$ cat src/rtl/qcmp_pkg.sv
// Package: shared constants, relation codes and field-position helpers for
// the quad compare block. Assumes a 64-bit status word layout with the four
// condition-code fields and the trap-type field at fixed positions.
package qcmp_pkg;

    localparam int QW        = 128;
    localparam int EXP_W     = 15;
    localparam int FRAC_W    = QW - 1 - EXP_W;
    localparam int STAT_W    = 64;
    localparam int EXC_W     = 5;
    localparam int EXC_INV   = 4;
    localparam int FTT_LSB   = 14;
    localparam int FTT_W     = 3;
    localparam int NUM_FCC   = 4;
    localparam int REGNUM_W  = 5;
    localparam logic [FTT_W-1:0] FTT_BAD_REG = 3'd6;

    typedef enum logic [1:0] {
        REL_EQ = 2'd0,
        REL_LT = 2'd1,
        REL_GT = 2'd2,
        REL_UN = 2'd3
    } rel_e;

    // Bit position of the low bit of condition-code field idx.
    function automatic int fcc_lsb(input int idx);
        case (idx)
            0:       return 10;
            1:       return 32;
            2:       return 34;
            default: return 36;
        endcase
    endfunction

endpackage

$ cat src/rtl/qcmp_classify.sv
// Module: classifies one binary128 operand. Reports NaN, signaling NaN,
// zero of either sign, the sign bit and the magnitude (exponent+fraction).
// Assumes the quiet bit is the top fraction bit.
module qcmp_classify #(
    parameter int EXP_W  = 15,
    parameter int FRAC_W = 112,
    localparam int W     = 1 + EXP_W + FRAC_W,
    localparam int MAG_W = W - 1
) (
    input  logic [W-1:0]     op,
    output logic             is_nan,
    output logic             is_snan,
    output logic             is_zero,
    output logic             sign,
    output logic [MAG_W-1:0] mag
);

    logic [EXP_W-1:0]  expo;
    logic [FRAC_W-1:0] frac;

    // Split the operand into its fields.
    always_comb begin
        sign = op[W-1];
        expo = op[W-2 -: EXP_W];
        frac = op[FRAC_W-1:0];
        mag  = op[MAG_W-1:0];
    end

    // Derive the class flags.
    always_comb begin
        is_nan  = (&expo) && (|frac);
        is_snan = is_nan && !frac[FRAC_W-1];
        is_zero = (mag == '0);
    end

endmodule

$ cat src/rtl/qcmp_relate.sv
// Module: computes the 2-bit relation of A to B from classified operands.
// Internally forms +1 (A<B), 0 (equal) or -1 (A>B) and remaps -1 to the
// greater code. Assumes NaN detection is done by the classifier.
module qcmp_relate
    import qcmp_pkg::*;
#(
    parameter int MAG_W = 127
) (
    input  logic             nan_a,
    input  logic             nan_b,
    input  logic             zero_a,
    input  logic             zero_b,
    input  logic             sign_a,
    input  logic             sign_b,
    input  logic [MAG_W-1:0] mag_a,
    input  logic [MAG_W-1:0] mag_b,
    output rel_e             rel
);

    logic              mag_lt;
    logic              mag_eq;
    logic signed [1:0] ord;

    // Magnitude comparison shared by all sign cases.
    always_comb begin
        mag_lt = (mag_a < mag_b);
        mag_eq = (mag_a == mag_b);
    end

    // Signed ordering: +1 means A below B, -1 means A above B.
    always_comb begin
        if ((zero_a && zero_b) || (mag_eq && sign_a == sign_b))
            ord = 2'sd0;
        else if (sign_a != sign_b)
            ord = sign_a ? 2'sd1 : -2'sd1;
        else if (!sign_a)
            ord = mag_lt ? 2'sd1 : -2'sd1;
        else
            ord = mag_lt ? -2'sd1 : 2'sd1;
    end

    // Map to the condition-code encoding.
    always_comb begin
        if (nan_a || nan_b)
            rel = REL_UN;
        else if (ord == 2'sd0)
            rel = REL_EQ;
        else if (ord == 2'sd1)
            rel = REL_LT;
        else
            rel = REL_GT;
    end

endmodule

$ cat src/rtl/qcmp_fcc_write.sv
// Module: builds the next status word. Writes the relation into the selected
// condition-code field and clears the trap-type field, or, for an illegal
// register, writes the bad-register code and leaves the fields unchanged.
module qcmp_fcc_write
    import qcmp_pkg::*;
#(
    parameter int STAT_W = 64
) (
    input  logic [STAT_W-1:0] status_in,
    input  logic [1:0]        fcc_sel,
    input  rel_e              rel,
    input  logic              illegal,
    output logic [STAT_W-1:0] status_next
);

    // Merge the relation or the error code into the status word.
    always_comb begin
        status_next = status_in;
        if (illegal) begin
            status_next[FTT_LSB +: FTT_W] = FTT_BAD_REG;
        end else begin
            status_next[FTT_LSB +: FTT_W] = '0;
            for (int i = 0; i < NUM_FCC; i++) begin
                if (fcc_sel == 2'(i))
                    status_next[fcc_lsb(i) +: 2] = rel;
            end
        end
    end

endmodule

$ cat src/rtl/qcmp_unit.sv
// Module: top of the quad compare block. Classifies both operands, relates
// them, decides the invalid flag by mode, merges the result into the status
// word and registers everything so it is valid with done one cycle after
// start. Assumes start is a single-cycle pulse per request.
module qcmp_unit
    import qcmp_pkg::*;
#(
    parameter int EXP_W    = qcmp_pkg::EXP_W,
    parameter int FRAC_W   = qcmp_pkg::FRAC_W,
    parameter int STAT_W   = qcmp_pkg::STAT_W,
    parameter int REGNUM_W = qcmp_pkg::REGNUM_W,
    localparam int W       = 1 + EXP_W + FRAC_W,
    localparam int MAG_W   = W - 1
) (
    input  logic                clk,
    input  logic                rst_n,
    input  logic                start,
    input  logic                signaling,
    input  logic [1:0]          fcc_sel,
    input  logic [REGNUM_W-1:0] src_a_num,
    input  logic [REGNUM_W-1:0] src_b_num,
    input  logic [W-1:0]        op_a,
    input  logic [W-1:0]        op_b,
    input  logic [STAT_W-1:0]   status_in,
    output logic [STAT_W-1:0]   status_out,
    output logic [EXC_W-1:0]    exc_flags,
    output logic                done
);

    logic [1:0][W-1:0]     ops;
    logic [1:0]            nan_v;
    logic [1:0]            snan_v;
    logic [1:0]            zero_v;
    logic [1:0]            sign_v;
    logic [1:0][MAG_W-1:0] mag_v;
    rel_e                  rel;
    logic                  illegal;
    logic                  invalid;
    logic [STAT_W-1:0]     status_next;

    assign ops = {op_b, op_a};

    // One classifier per operand (index 0 = A, 1 = B).
    for (genvar g = 0; g < 2; g++) begin : g_cls
        qcmp_classify #(.EXP_W(EXP_W), .FRAC_W(FRAC_W)) u_cls (
            .op      (ops[g]),
            .is_nan  (nan_v[g]),
            .is_snan (snan_v[g]),
            .is_zero (zero_v[g]),
            .sign    (sign_v[g]),
            .mag     (mag_v[g])
        );
    end

    qcmp_relate #(.MAG_W(MAG_W)) u_rel (
        .nan_a  (nan_v[0]),
        .nan_b  (nan_v[1]),
        .zero_a (zero_v[0]),
        .zero_b (zero_v[1]),
        .sign_a (sign_v[0]),
        .sign_b (sign_v[1]),
        .mag_a  (mag_v[0]),
        .mag_b  (mag_v[1]),
        .rel    (rel)
    );

    // A quad register number with bit 1 set is not a legal quad source.
    always_comb begin
        illegal = src_a_num[1] | src_b_num[1];
    end

    // Invalid rule: any unordered in signaling mode, signaling NaN otherwise.
    always_comb begin
        invalid = !illegal && (rel == REL_UN) && (signaling || (|snan_v));
    end

    qcmp_fcc_write #(.STAT_W(STAT_W)) u_wr (
        .status_in   (status_in),
        .fcc_sel     (fcc_sel),
        .rel         (rel),
        .illegal     (illegal),
        .status_next (status_next)
    );

    // Result registers: capture on start, hold otherwise.
    always_ff @(posedge clk) begin
        if (!rst_n) begin
            status_out <= '0;
            exc_flags  <= '0;
            done       <= 1'b0;
        end else begin
            done <= start;
            if (start) begin
                status_out         <= status_next;
                exc_flags          <= '0;
                exc_flags[EXC_INV] <= invalid;
            end
        end
    end

endmodule

$ cat config.mk
export PLATFORM = sky130hd
export DESIGN_NAME = qcmp_unit
export DESIGN_NICKNAME = d
export VERILOG_FILES = /design/src/rtl/qcmp_pkg.sv /design/src/rtl/qcmp_classify.sv /design/src/rtl/qcmp_relate.sv /design/src/rtl/qcmp_fcc_write.sv /design/src/rtl/qcmp_unit.sv
export SDC_FILE = /design/constraint.sdc
export NUM_CORES = 1
export LEC_CHECK = 0
export BUFFER_PORTS_ARGS = -buffer_cell sky130_fd_sc_hd__buf_2
export CORE_ASPECT_RATIO = 1.5
export CORE_MARGIN = 2
export CORE_UTILIZATION = 26
export DETAILED_ROUTE_END_ITERATION = 6
export GPL_ROUTABILITY_DRIVEN = 0
export GPL_TIMING_DRIVEN = 0
export PLACE_DENSITY_LB_ADDON = 0.1
export SETUP_SLACK_MARGIN = 0.05
export SYNTH_ARGS = -nofsm -noshare
export SYNTH_HDL_FRONTEND = slang
export SYNTH_SLANG_ARGS = --single-unit
$ cat constraint.sdc
create_clock -name clk -period 2.15 [get_ports clk]
set_input_delay 0.215 -clock clk [delete_from_list [all_inputs] [get_ports clk]]
set_output_delay 0.215 -clock clk [all_outputs]
set_load 0.005 [all_outputs]
# Word-level counts from Yosys, hierarchy flattened
# Index checks and enable logic that the tools add are counted.
totals:
  reg_bits: 66
  input_bits: 336
  out_inout_bits: 70
  wordCells: 79
op_classes:
  add_sub_neg: 4
  n_lt_le_gt_ge: 1
  eq_ne: 8
  n_shift: 8
  muxes: 31
  bitwise_logic: 1
  n_reduce_logical: 23
op_table:
  columns: ["op", "count"]
  rows:
  - ["$mux 64", 7]
  - ["$bwmux 64", 4]
  - ["$mux 32", 8]
  - ["$shift 2x33->64 const A", 4]
  - ["$shiftx 2x33->64", 4]
  - ["$logic_not 127->1", 2]
  - ["$reduce_or 112->1", 2]
  - ["$neg 32->33", 4]
  - ["$eq 127x127->1", 1]
  - ["$lt 127x127->1", 1]
  - ["$mux 47", 1]
  - ["$reduce_and 15->1", 2]
  - ["$mux 2", 9]
  - ["$mux 14", 1]
  - ["$eq 2x2->1 const B", 4]
  - ["$logic_and 1x1->1", 8]
  - ["$logic_not 2->1", 2]
  - ["$logic_not 1->1", 3]
  - ["$logic_or 1x1->1", 3]
  - ["$mux 3", 1]
  - ["$eq 2x1->1 const B", 1]
  - ["$reduce_or 2->1", 1]
  - ["$eq 1x1->1", 1]
  - ["$ne 1x1->1", 1]
  - ["$or 1x1->1", 1]

# Longest topological paths before layout
# Gate-level depths: netlist of run 1.
logic_depth:
  depth_word: 22
  ltp_mapped: 11
  ltp_nobuf: 11

# Modules after synthesis
# Synthesis of run 1 repeated with hierarchy kept, for this count alone.
unflattened:
  cells_unflattened: 1115
  area_unflattened_um2: 8972.4
modules_own_cells:
  columns: ["module", "n_inst", "cells_each", "area_each_um2", "seq_area_each_um2"]
  rows:
  - ["qcmp_relate", 1, 468, 3293.2, 0.0]
  - ["qcmp_classify", 2, 178, 1286.2, 0.0]
  - ["qcmp_unit", 1, 222, 2549.9, 1321.3]
  - ["qcmp_fcc_write", 1, 69, 556.8, 0.0]

# Least setup slack after synthesis of run 1
# OpenSTA, ideal clock, no wires.
synth_timing:
  kind: "input -> register"
  from: "input port op_b[62]"
  to: "register status_out[10]"
  setup_time_ns: 0.074
  arrival_ns: 2.157
  t_required_ns: 2.076
  slack_ns: -0.081
  cell_stages: 11
  path_buffers: 0
  path_cell_list: "inv_1 ha_1 nand4_2 nor4_2 nand3_1 nor4_2 a21oi_1 a211oi_2 o21ai_1 a21o_1 a31oi_1"
synth_via:
  elab_chain_cells: 22
  elab_cells_between_ends: 35
  cone_classes: "1 x order compare; 2 x eq/ne; 4 x shift; 20 x mux; 8 x reduce/logical"
synth_rtl:
  columns: ["item", "line", "rtl"]
  rows:
  - ["start: declaration", "qcmp_unit.sv:23", "input logic [W-1:0] op_b,"]
  - ["$lt 127x127->1", "qcmp_relate.sv:26", "mag_lt = (mag_a < mag_b);"]
  - ["$mux 2 (on tied branches)", "qcmp_relate.sv:37, qcmp_relate.sv:39", null]
  - ["$mux 2", "qcmp_relate.sv:36", "else if (!sign_a)"]
  - ["$mux 2", "qcmp_relate.sv:34", "else if (sign_a != sign_b)"]
  - ["$mux 2", "qcmp_relate.sv:32", "if ((zero_a && zero_b) || (mag_eq && sign_a == sign_b))"]
  - ["$eq 2x2->1", "qcmp_relate.sv:48", "else if (ord == 2'sd1)"]
  - ["$mux 2", "qcmp_relate.sv:48", null]
  - ["$mux 2", "qcmp_relate.sv:46", "else if (ord == 2'sd0)"]
  - ["[... 6 more ...]", null, null]
  - ["$mux 64", "qcmp_fcc_write.sv:24", "if (fcc_sel == 2'(i))"]
  - ["$mux 64", "qcmp_fcc_write.sv:19", "if (illegal) begin"]
  - ["$bwmux 64", "qcmp_fcc_write.sv:25", "status_next[fcc_lsb(i) +: 2] = rel;"]
  - ["$mux 64", "qcmp_fcc_write.sv:24", null]
  - ["$mux 64", "qcmp_fcc_write.sv:19", null]
  - ["$bwmux 64", "qcmp_fcc_write.sv:25", null]
  - ["$mux 64 *", "qcmp_fcc_write.sv:24", null]
  - ["$mux 14 *", "qcmp_fcc_write.sv:19", null]
  - ["end signal: assignment", "qcmp_unit.sv:94", "status_out <= status_next;"]
  - ["end: declaration", "qcmp_unit.sv:25", "output logic [STAT_W-1:0] status_out,"]
# Mark *: on every way between the ends. The rest lies on a longest branch, timed or not. The select of a mux whose other input is x is not followed.
# A chain may end at the register's enable or synchronous reset.

# Final worst setup path of run 1
layout_timing:
  from: "input port op_b[42]"
  to: "register status_out[34]"
layout_via:
  elab_chain_cells: 22
  elab_cells_between_ends: 35
  cone_classes: "1 x order compare; 2 x eq/ne; 4 x shift; 20 x mux; 8 x reduce/logical"
layout_rtl:
  columns: ["item", "line"]
  rows:
  - ["$lt 127x127->1", "qcmp_relate.sv:26"]
  - ["$mux 2 (on tied branches)", "qcmp_relate.sv:37, qcmp_relate.sv:39"]
  - ["$mux 2", "qcmp_relate.sv:36"]
  - ["$mux 2", "qcmp_relate.sv:34"]
  - ["$mux 2", "qcmp_relate.sv:32"]
  - ["$eq 2x2->1", "qcmp_relate.sv:48"]
  - ["$mux 2", "qcmp_relate.sv:48"]
  - ["$mux 2", "qcmp_relate.sv:46"]
  - ["[... 6 more ...]", null]
  - ["$mux 64", "qcmp_fcc_write.sv:24"]
  - ["$mux 64", "qcmp_fcc_write.sv:19"]
  - ["$bwmux 64", "qcmp_fcc_write.sv:25"]
  - ["$mux 64", "qcmp_fcc_write.sv:24"]
  - ["$mux 64", "qcmp_fcc_write.sv:19"]
  - ["$bwmux 64", "qcmp_fcc_write.sv:25"]
  - ["$mux 64 *", "qcmp_fcc_write.sv:24"]
  - ["$mux 47 *", "qcmp_fcc_write.sv:19"]
# Marked as above.

==> results of run 1 <==
## worst min-delay path, stage by stage
cell	delay, ns
buf_2	0.07
mux2i_1	0.05
nor2b_1	0.09
## Yosys cell counts
| library cell | instances | area share, % |
|---|---|---|
| and3_1 | 1 | 0.099 |
| a211oi_2 | 1 | 0.20 |
| nand4_1 | 44 | 4.3 |
| a21oi_1 | 49 | 3.9 |
| o21ai_1 | 7 | 0.55 |
| and4_1 | 6 | 0.83 |
| inv_1 | 129 | 7.6 |
| o211ai_1 | 9 | 1.1 |
| a22oi_1 | 2 | 0.24 |
| buf_4 | 6 | 0.71 |
| a31oi_1 | 6 | 0.59 |
| ha_1 | 127 | 25 |
| nor3_1 | 7 | 0.55 |
| nor2_1 | 23 | 1.4 |
| a211oi_1 | 6 | 0.71 |
| o31ai_1 | 2 | 0.24 |
| o211a_1 | 1 | 0.16 |
| nor4_2 | 2 | 0.39 |
| nand3b_1 | 2 | 0.24 |
| nand2_1 | 44 | 2.6 |
| xnor2_1 | 1 | 0.14 |
| or3_1 | 1 | 0.099 |
| nor4_1 | 73 | 7.2 |
| o21a_1 | 1 | 0.12 |
| a221o_1 | 1 | 0.16 |
| conb_1 | 1 | 0.059 |
| a21boi_0 | 2 | 0.24 |
| mux2i_1 | 53 | 8.4 |
| nand4_2 | 1 | 0.20 |
| nor2b_1 | 54 | 5.3 |
| a31o_2 | 1 | 0.14 |
| o22ai_1 | 2 | 0.20 |
| nand3_1 | 19 | 1.5 |
| clkbuf_1 | 16 | 0.95 |
| dfxtp_1 | 64 | 20 |
| o311ai_1 | 1 | 0.14 |
| o21ai_0 | 8 | 0.63 |
| and2_1 | 2 | 0.20 |
| a21o_1 | 14 | 1.7 |
| o221ai_1 | 2 | 0.28 |
| a221oi_1 | 5 | 0.69 |
| a31o_1 | 1 | 0.14 |
## registers in the layout, indices dropped and copies added, names as in the netlist
name and count:
exc_flags 1, done 1, status_out 62
## logic make-up after synthesis
kind of cell / Yosys count / synth area share (%)
flip-flops: 64 / 20.2
buffers and inverters: 151 / 9.29
XOR/XNOR: 1 / 0.138
other: 1 / 0.0591
AND/OR/NAND/NOR: 279 / 24.9
adder cells (fa/ha/maj): 127 / 25.0
multiplexers: 53 / 8.36
AO/OA/AOI/OAI: 121 / 12.0
## repair_timing
item,CTS,global route
pin swaps,29,9
gates resized for setup,123,6
setup endpoints to repair,9,8
buffers inserted,7,3
## metrics by stage
stage	power, mW	setup TNS, ns
2_1_floorplan	1.94	0
3_3_place_gp	2.60	-10.55
3_5_place_dp	2.61	-10.54
4_1_cts	4.17	-0.491
5_1_grt	4.39	-2.33
6_report	4.13	-1.05
## path summary, 6_finish.rpt
check / cells past startpoint / slack [ns] / to
setup / recovery: 12 / -0.16 / status_out[34]
hold / removal: 3 / 0.14 / status_out[27]
setup reg to reg: 3 / 1.46 / exc_flags[4]
hold reg to reg: 2 / 0.51 / status_out[48]
## metal layers
layer  track usage (%)  vias to the layer above  routed length, um
met5                 0                        -                 49
met4              7.77                        8                868
met3              4.93                       42               1840
met2              40.2                      278              14600
met1              19.6                     3337               9500
li1                  -                     3720                  -
## where the power goes
part	switching [mW]	internal (mW)
Clock	0.524	0.885
Sequential	0.0356	1.26
Combinational	0.726	0.701
## cell type report
class / instances / area (um^2) / share of cell area (%)
clock inverters: 6 / 61.3 / 0.628
repair buffers: 397 / 2170 / 22.2
well taps: 324 / 405 / 4.15
multi-input cells: 586 / 5020 / 51.4
flip-flops and latches: 64 / 1280 / 13.1
diodes: 1 / 2.50 / 0.0256
plain buffers: 21 / 101 / 1.04
inverters: 129 / 497 / 5.09
clock buffers: 9 / 225 / 2.31
==> flow_summary.json, run 1 <==
{
  "start_util_pct": 26.2,
  "fin_crit_ns": 2.31,
  "finalSetupViolations": 8,
  "grt_pass1_vias": 7692,
  "rsz0062_at_grt": "yes",
  "power_density_nw_per_um2": 423,
  "cts_root_buf": "clkbuf_16",
  "hp-class": "primary input to flop",
  "skew_ns": 0,
  "final_cells": 1537,
  "crit_path_start_kind": "primary input",
  "overflow": 0,
  "path_clk_slew_ns": 0.06,
  "fin_ws_ns": -0.156,
  "violations": "negative setup slack",
  "cts_hold_buf": 0,
  "utilization_pct": 40.4,
  "num_vias": 7385,
  "maxCapViolCount": 0,
  "rows": 70,
  "fin_hold_ws_ns": 0.144,
  "synthCells": 797,
  "crit_family": "compound AO/OA/AOI/OAI gates",
  "r2r_start": "exc_flags[4]",
  "worst_skew_pair.late_latency_ns": 0.32,
  "cts_max_level": 3,
  "grtUsageTotal_pct": 20.1,
  "p_leak_nw": 5.10,
  "yosysSeqAreaShare_pct": 20.2,
  "critPathBufInv": 2,
  "core_area_um2": 24200,
  "post-place-cells": 1512,
  "critPathArrivalTime_ns": 2.56,
  "status": "complete, but fails checks",
  "crit_start": "op_b[42]",
  "critPathMaxFanout": 4,
  "fin_area_um2": 9760,
  "antenna_found_initial": 7,
  "min_from": "status_in[27]",
  "ys_ff_latch": 64,
  "drt-initial-drc-count": 168,
  "slew_headroom_pct": 51.2,
  "first_pass_iters": 4,
  "critPathKind": "primary input to flop",
  "cts-buffers-inserted": 9,
  "die_y_um": 195,
  "ir_drop_mv": 0.641,
  "synth_area_um2": 6340,
  "antenna_left": 0,
  "final_nets": 1671,
  "die_width_um": 132,
  "ys_types": 42,
  "vias_per_cell": 4.80,
  "final_common_cell": "buf_2",
  "slowest_stage": "or3_4",
  "area_growth_pct": 53.8,
  "hpwlAfterDp_um": 23900,
  "final_layout_size_suffix_gt1_share_pct": 40.8,
  "pin_count": 406,
  "critPathMaxStageDelay_ns": 0.40,
  "pre_cts_slack_ns": -1.28,
  "crit_chain": "buf_2 > inv_1 > ha_1 > a21oi_1 > o21ai_1 > a221oi_1 > o21ai_1 > a22oi_2 > a211oi_2 > or3_4 > a21o_1 > a31oi_1",
  "drc_errors": 0,
  "cts_tree": "yes",
  "placed_area_um2": 8710,
  "grt_pass1_wl_um": 40500,
  "port_buffers": 387,
  "detail_route.wirelength_um": 26800,
  "cts_sinks": 64,
  "path_common_cell": "o21ai_1",
  "fillers": 2598,
  "layout_common_cells": "buf_2 (361), inv_1 (111), ha_1 (105)",
  "tightest_slew_ns": 0.726,
  "final-hold-violation-count": 0,
  "wl_per_cell_um": 17.4,
  "die_area_um2": 25700,
  "cts_max_path_buffers": 2,
  "worstPathRequired_ns": 2.40,
  "finalCritPeriodShare_pct": 107,
  "synth.avg_cell_area_um2": 7.96,
  "fmax_mhz": 434,
  "grt_max_degree": 12,
  "slew_viol_final": 0,
  "synth_warnings": 0,
  "cp-end-kind": "flop"
}
Power figures use the tool's default switching activity.
==> run 2: changes to the inputs <==
--- a/config.mk
+++ b/config.mk
@@ -5,6 +5,7 @@
 export SDC_FILE = /design/constraint.sdc
 export NUM_CORES = 1
 export LEC_CHECK = 0
+export ABC_AREA = 1
 export BUFFER_PORTS_ARGS = -buffer_cell sky130_fd_sc_hd__buf_2
 export CORE_ASPECT_RATIO = 1.5
 export CORE_MARGIN = 2
==> flow_summary.json, run 2 <==
{
  "ir_drop_mv": 0.580,
  "die_width_um": 138,
  "wl_per_cell_um": 15.9,
  "cts_max_path_buffers": 2,
  "final-hold-violation-count": 0,
  "slowest_stage": "ha_1",
  "p_int_mw": 2.99,
  "global_route.usage.met2_pct": 41.2,
  "ctsResizeCount": 0,
  "drt-initial-drc-count": 203,
  "p_sw_mw": 1.44,
  "largest_register_ffs": 62,
  "synthTopCellsByArea": "ha_1 (23%), dfxtp_1 (18%), nor2_1 (11%), nand2_1 (10%), inv_1 (9.8%)",
  "worst_skew_pair.late_latency_ns": 0.33,
  "clkPwrFrac_pct": 37.2,
  "grt_pass1_vias": 8863,
  "synth_area_um2": 7030,
  "crit_family": "simple AND/OR/NAND/NOR gates",
  "critPathMaxFanout": 4,
  "synth_warnings": 0,
  "p_sw_share_pct": 32.5,
  "cts_tree": "yes",
  "yosys.area.top_type_share_pct": 22.6,
  "crit_chain": "buf_2 > inv_1 > ha_1 > nand2_1 > nor4_1 > nand3_1 > nor2_1 > nand3_1 > nand2_1 > inv_1 > nand3_2 > nand3_1 > nand2_1 > a21oi_1",
  "area_growth_pct": 39.1,
  "p_leak_nw": 5.57,
  "cts_hold_buf": 0,
  "synth_flop_cell": "dfxtp_1",
  "yosys-top-cells-count": "nor2_1 (198), nand2_1 (190), inv_1 (184), ha_1 (127), dfxtp_1 (64)",
  "antenna_found_initial": 7,
  "sequentialPowerShare_pct": 29.5,
  "yosysSeqAreaShare_pct": 18.2,
  "detail_route.wirelength_um": 29600,
  "use_met1_pct": 19.8,
  "synthCells": 1107,
  "fmax_mhz": 523,
  "overflow": 0,
  "cts_max_level": 3,
  "critPathBufInv": 3,
  "critPathKind": "primary input to flop",
  "final_nets": 1972,
  "synth_edf_count": 0,
  "die_y_um": 205,
  "hpwlAfterDp_um": 26900,
  "path_clk_slew_ns": 0.06,
  "synth.avg_cell_area_um2": 6.35,
  "status": "completed",
  "grt.busiest_layer": "met2",
  "slew_viol_final": 0,
  "grt_pass1_wl_um": 45400,
  "crit_start": "op_b[112]",
  "yosysMostFrequentCell": "nor2_1",
  "cts-buffers-inserted": 9,
  "ys_ff_latch": 64,
  "largestRegisters": "status_out (62), done (1), exc_flags (1)",
  "ys_types": 36,
  "ys_async_sr_fraction_pct": 0,
  "grtUsageTotal_pct": 20.2,
  "grt_max_degree": 13,
  "tightest_slew_ns": 0.509,
  "min_from": "status_in[1]",
  "cts_root_buf": "clkbuf_16",
  "port_buffers": 387,
  "skew_ns": 0,
  "critPathMaxStageDelay_ns": 0.35,
  "maxCapViolCount": 0,
  "cp-end-kind": "flop",
  "finalSetupViolations": 0,
  "cts_sinks": 64,
  "finalCritPeriodShare_pct": 88.9,
  "antenna_left": 0,
  "r2r.worst_path.cells": 2,
  "layout_common_cells": "buf_2 (387), nor2_1 (197), nand2_1 (188)",
  "vias_per_cell": 4.57,
  "combPwrFrac_pct": 33.3,
  "crit_path_start_kind": "primary input",
  "num_vias": 8480,
  "pin_count": 406,
  "r2r_start": "status_out[16]",
  "cp.depth": 14,
  "start_util_pct": 26.4,
  "design_power_total_mw": 4.43,
  "regMostFlops": "status_out",
  "slew_headroom_pct": 65.9,
  "ff2ff_setup_slack_ns": 1.47,
  "rsz0062_at_grt": "no",
  "first_pass_iters": 5,
  "synth_area_leader_cell": "ha_1",
  "holdPathStages": 3,
  "utilization_pct": 36.8,
  "fin_crit_ns": 1.91,
  "core_area_um2": 26600,
  "rows": 73,
  "final_common_cell": "buf_2",
  "die_area_um2": 28400,
  "hp-class": "primary input to flop",
  "worstPathRequired_ns": 2.36,
  "drc_errors": 0,
  "met3_usage_pct": 4.24,
  "final_layout_size_suffix_gt1_share_pct": 30.5,
  "power_density_nw_per_um2": 453,
  "post_cts_buffers": 0,
  "critPathArrivalTime_ns": 2.12
}
run 2: worst paths after layout:
path	to
hold / removal	status_out[1]
hold reg to reg	status_out[33]
setup / recovery	status_out[11]
setup reg to reg	status_out[16]
run 2: power by group through the flow:
stage          sequential [mW]  combinational (mW)  clock (mW)
6_report                  1.30                1.47        1.65
3_5_place_dp              1.33                1.49           0
4_1_cts                   1.30                1.50        1.68
3_3_place_gp              1.33                1.48           0
5_1_grt                   1.31                1.68        1.73
2_1_floorplan             1.34               0.748           0
run 2: area by class of cell:
| cell class | count | area [um^2] |
|---|---|---|
| sequential | 64 | 1280 |
| clock buffer | 11 | 253 |
| clock inverter | 5 | 86.3 |
| multi-input combinational | 829 | 4910 |
| inverter | 193 | 724 |
| tap | 337 | 422 |
| timing repair buffer | 387 | 1940 |
| antenna | 6 | 15.0 |
| buffer | 25 | 145 |
| fill | 2999 | 16800 |
run 2: through the flow:
| step | setup WS, ns | std cells | hold slack (ns) | instance area [um^2] | setup TNS (ns) |
|---|---|---|---|---|---|
| 3_3_place_gp | -0.193 | 1835 | 0.436 | 9400 | -1.41 |
| 2_1_floorplan | 0.463 | 1111 | 0.350 | 7040 | 0 |
| 4_1_cts | 0.144 | 1851 | 0.0998 | 9740 | 0 |
| 6_report | 0.239 | 1857 | 0.107 | 9770 | 0 |
| 5_1_grt | 0.0699 | 1856 | 0.105 | 9770 | 0 |
| 3_5_place_dp | -0.184 | 1835 | 0.444 | 9400 | -1.36 |
run 2: kinds of logic after synthesis:
logic type	after synthesis	share of synthesized area, %
simple gates	556	35.9
buf+inv	218	12.4
compound gates	140	10.8
fa+ha+maj	127	22.6
flops	64	18.2
xor+xnor	1	0.125
other cells	1	0.0534
run 2: routing by layer:
layer | share of wire, % | routed length, um
met2 | 55 | 16200
met5 | 0.074 | 22
met1 | 36 | 10800
met4 | 2.8 | 832
met3 | 6.1 | 1810
run 2: worst register-to-register path: stages, from the launching register on:
cell,delay (ns)
dfxtp_1,0.34
o21ai_0,0.16
a21oi_1,0.05
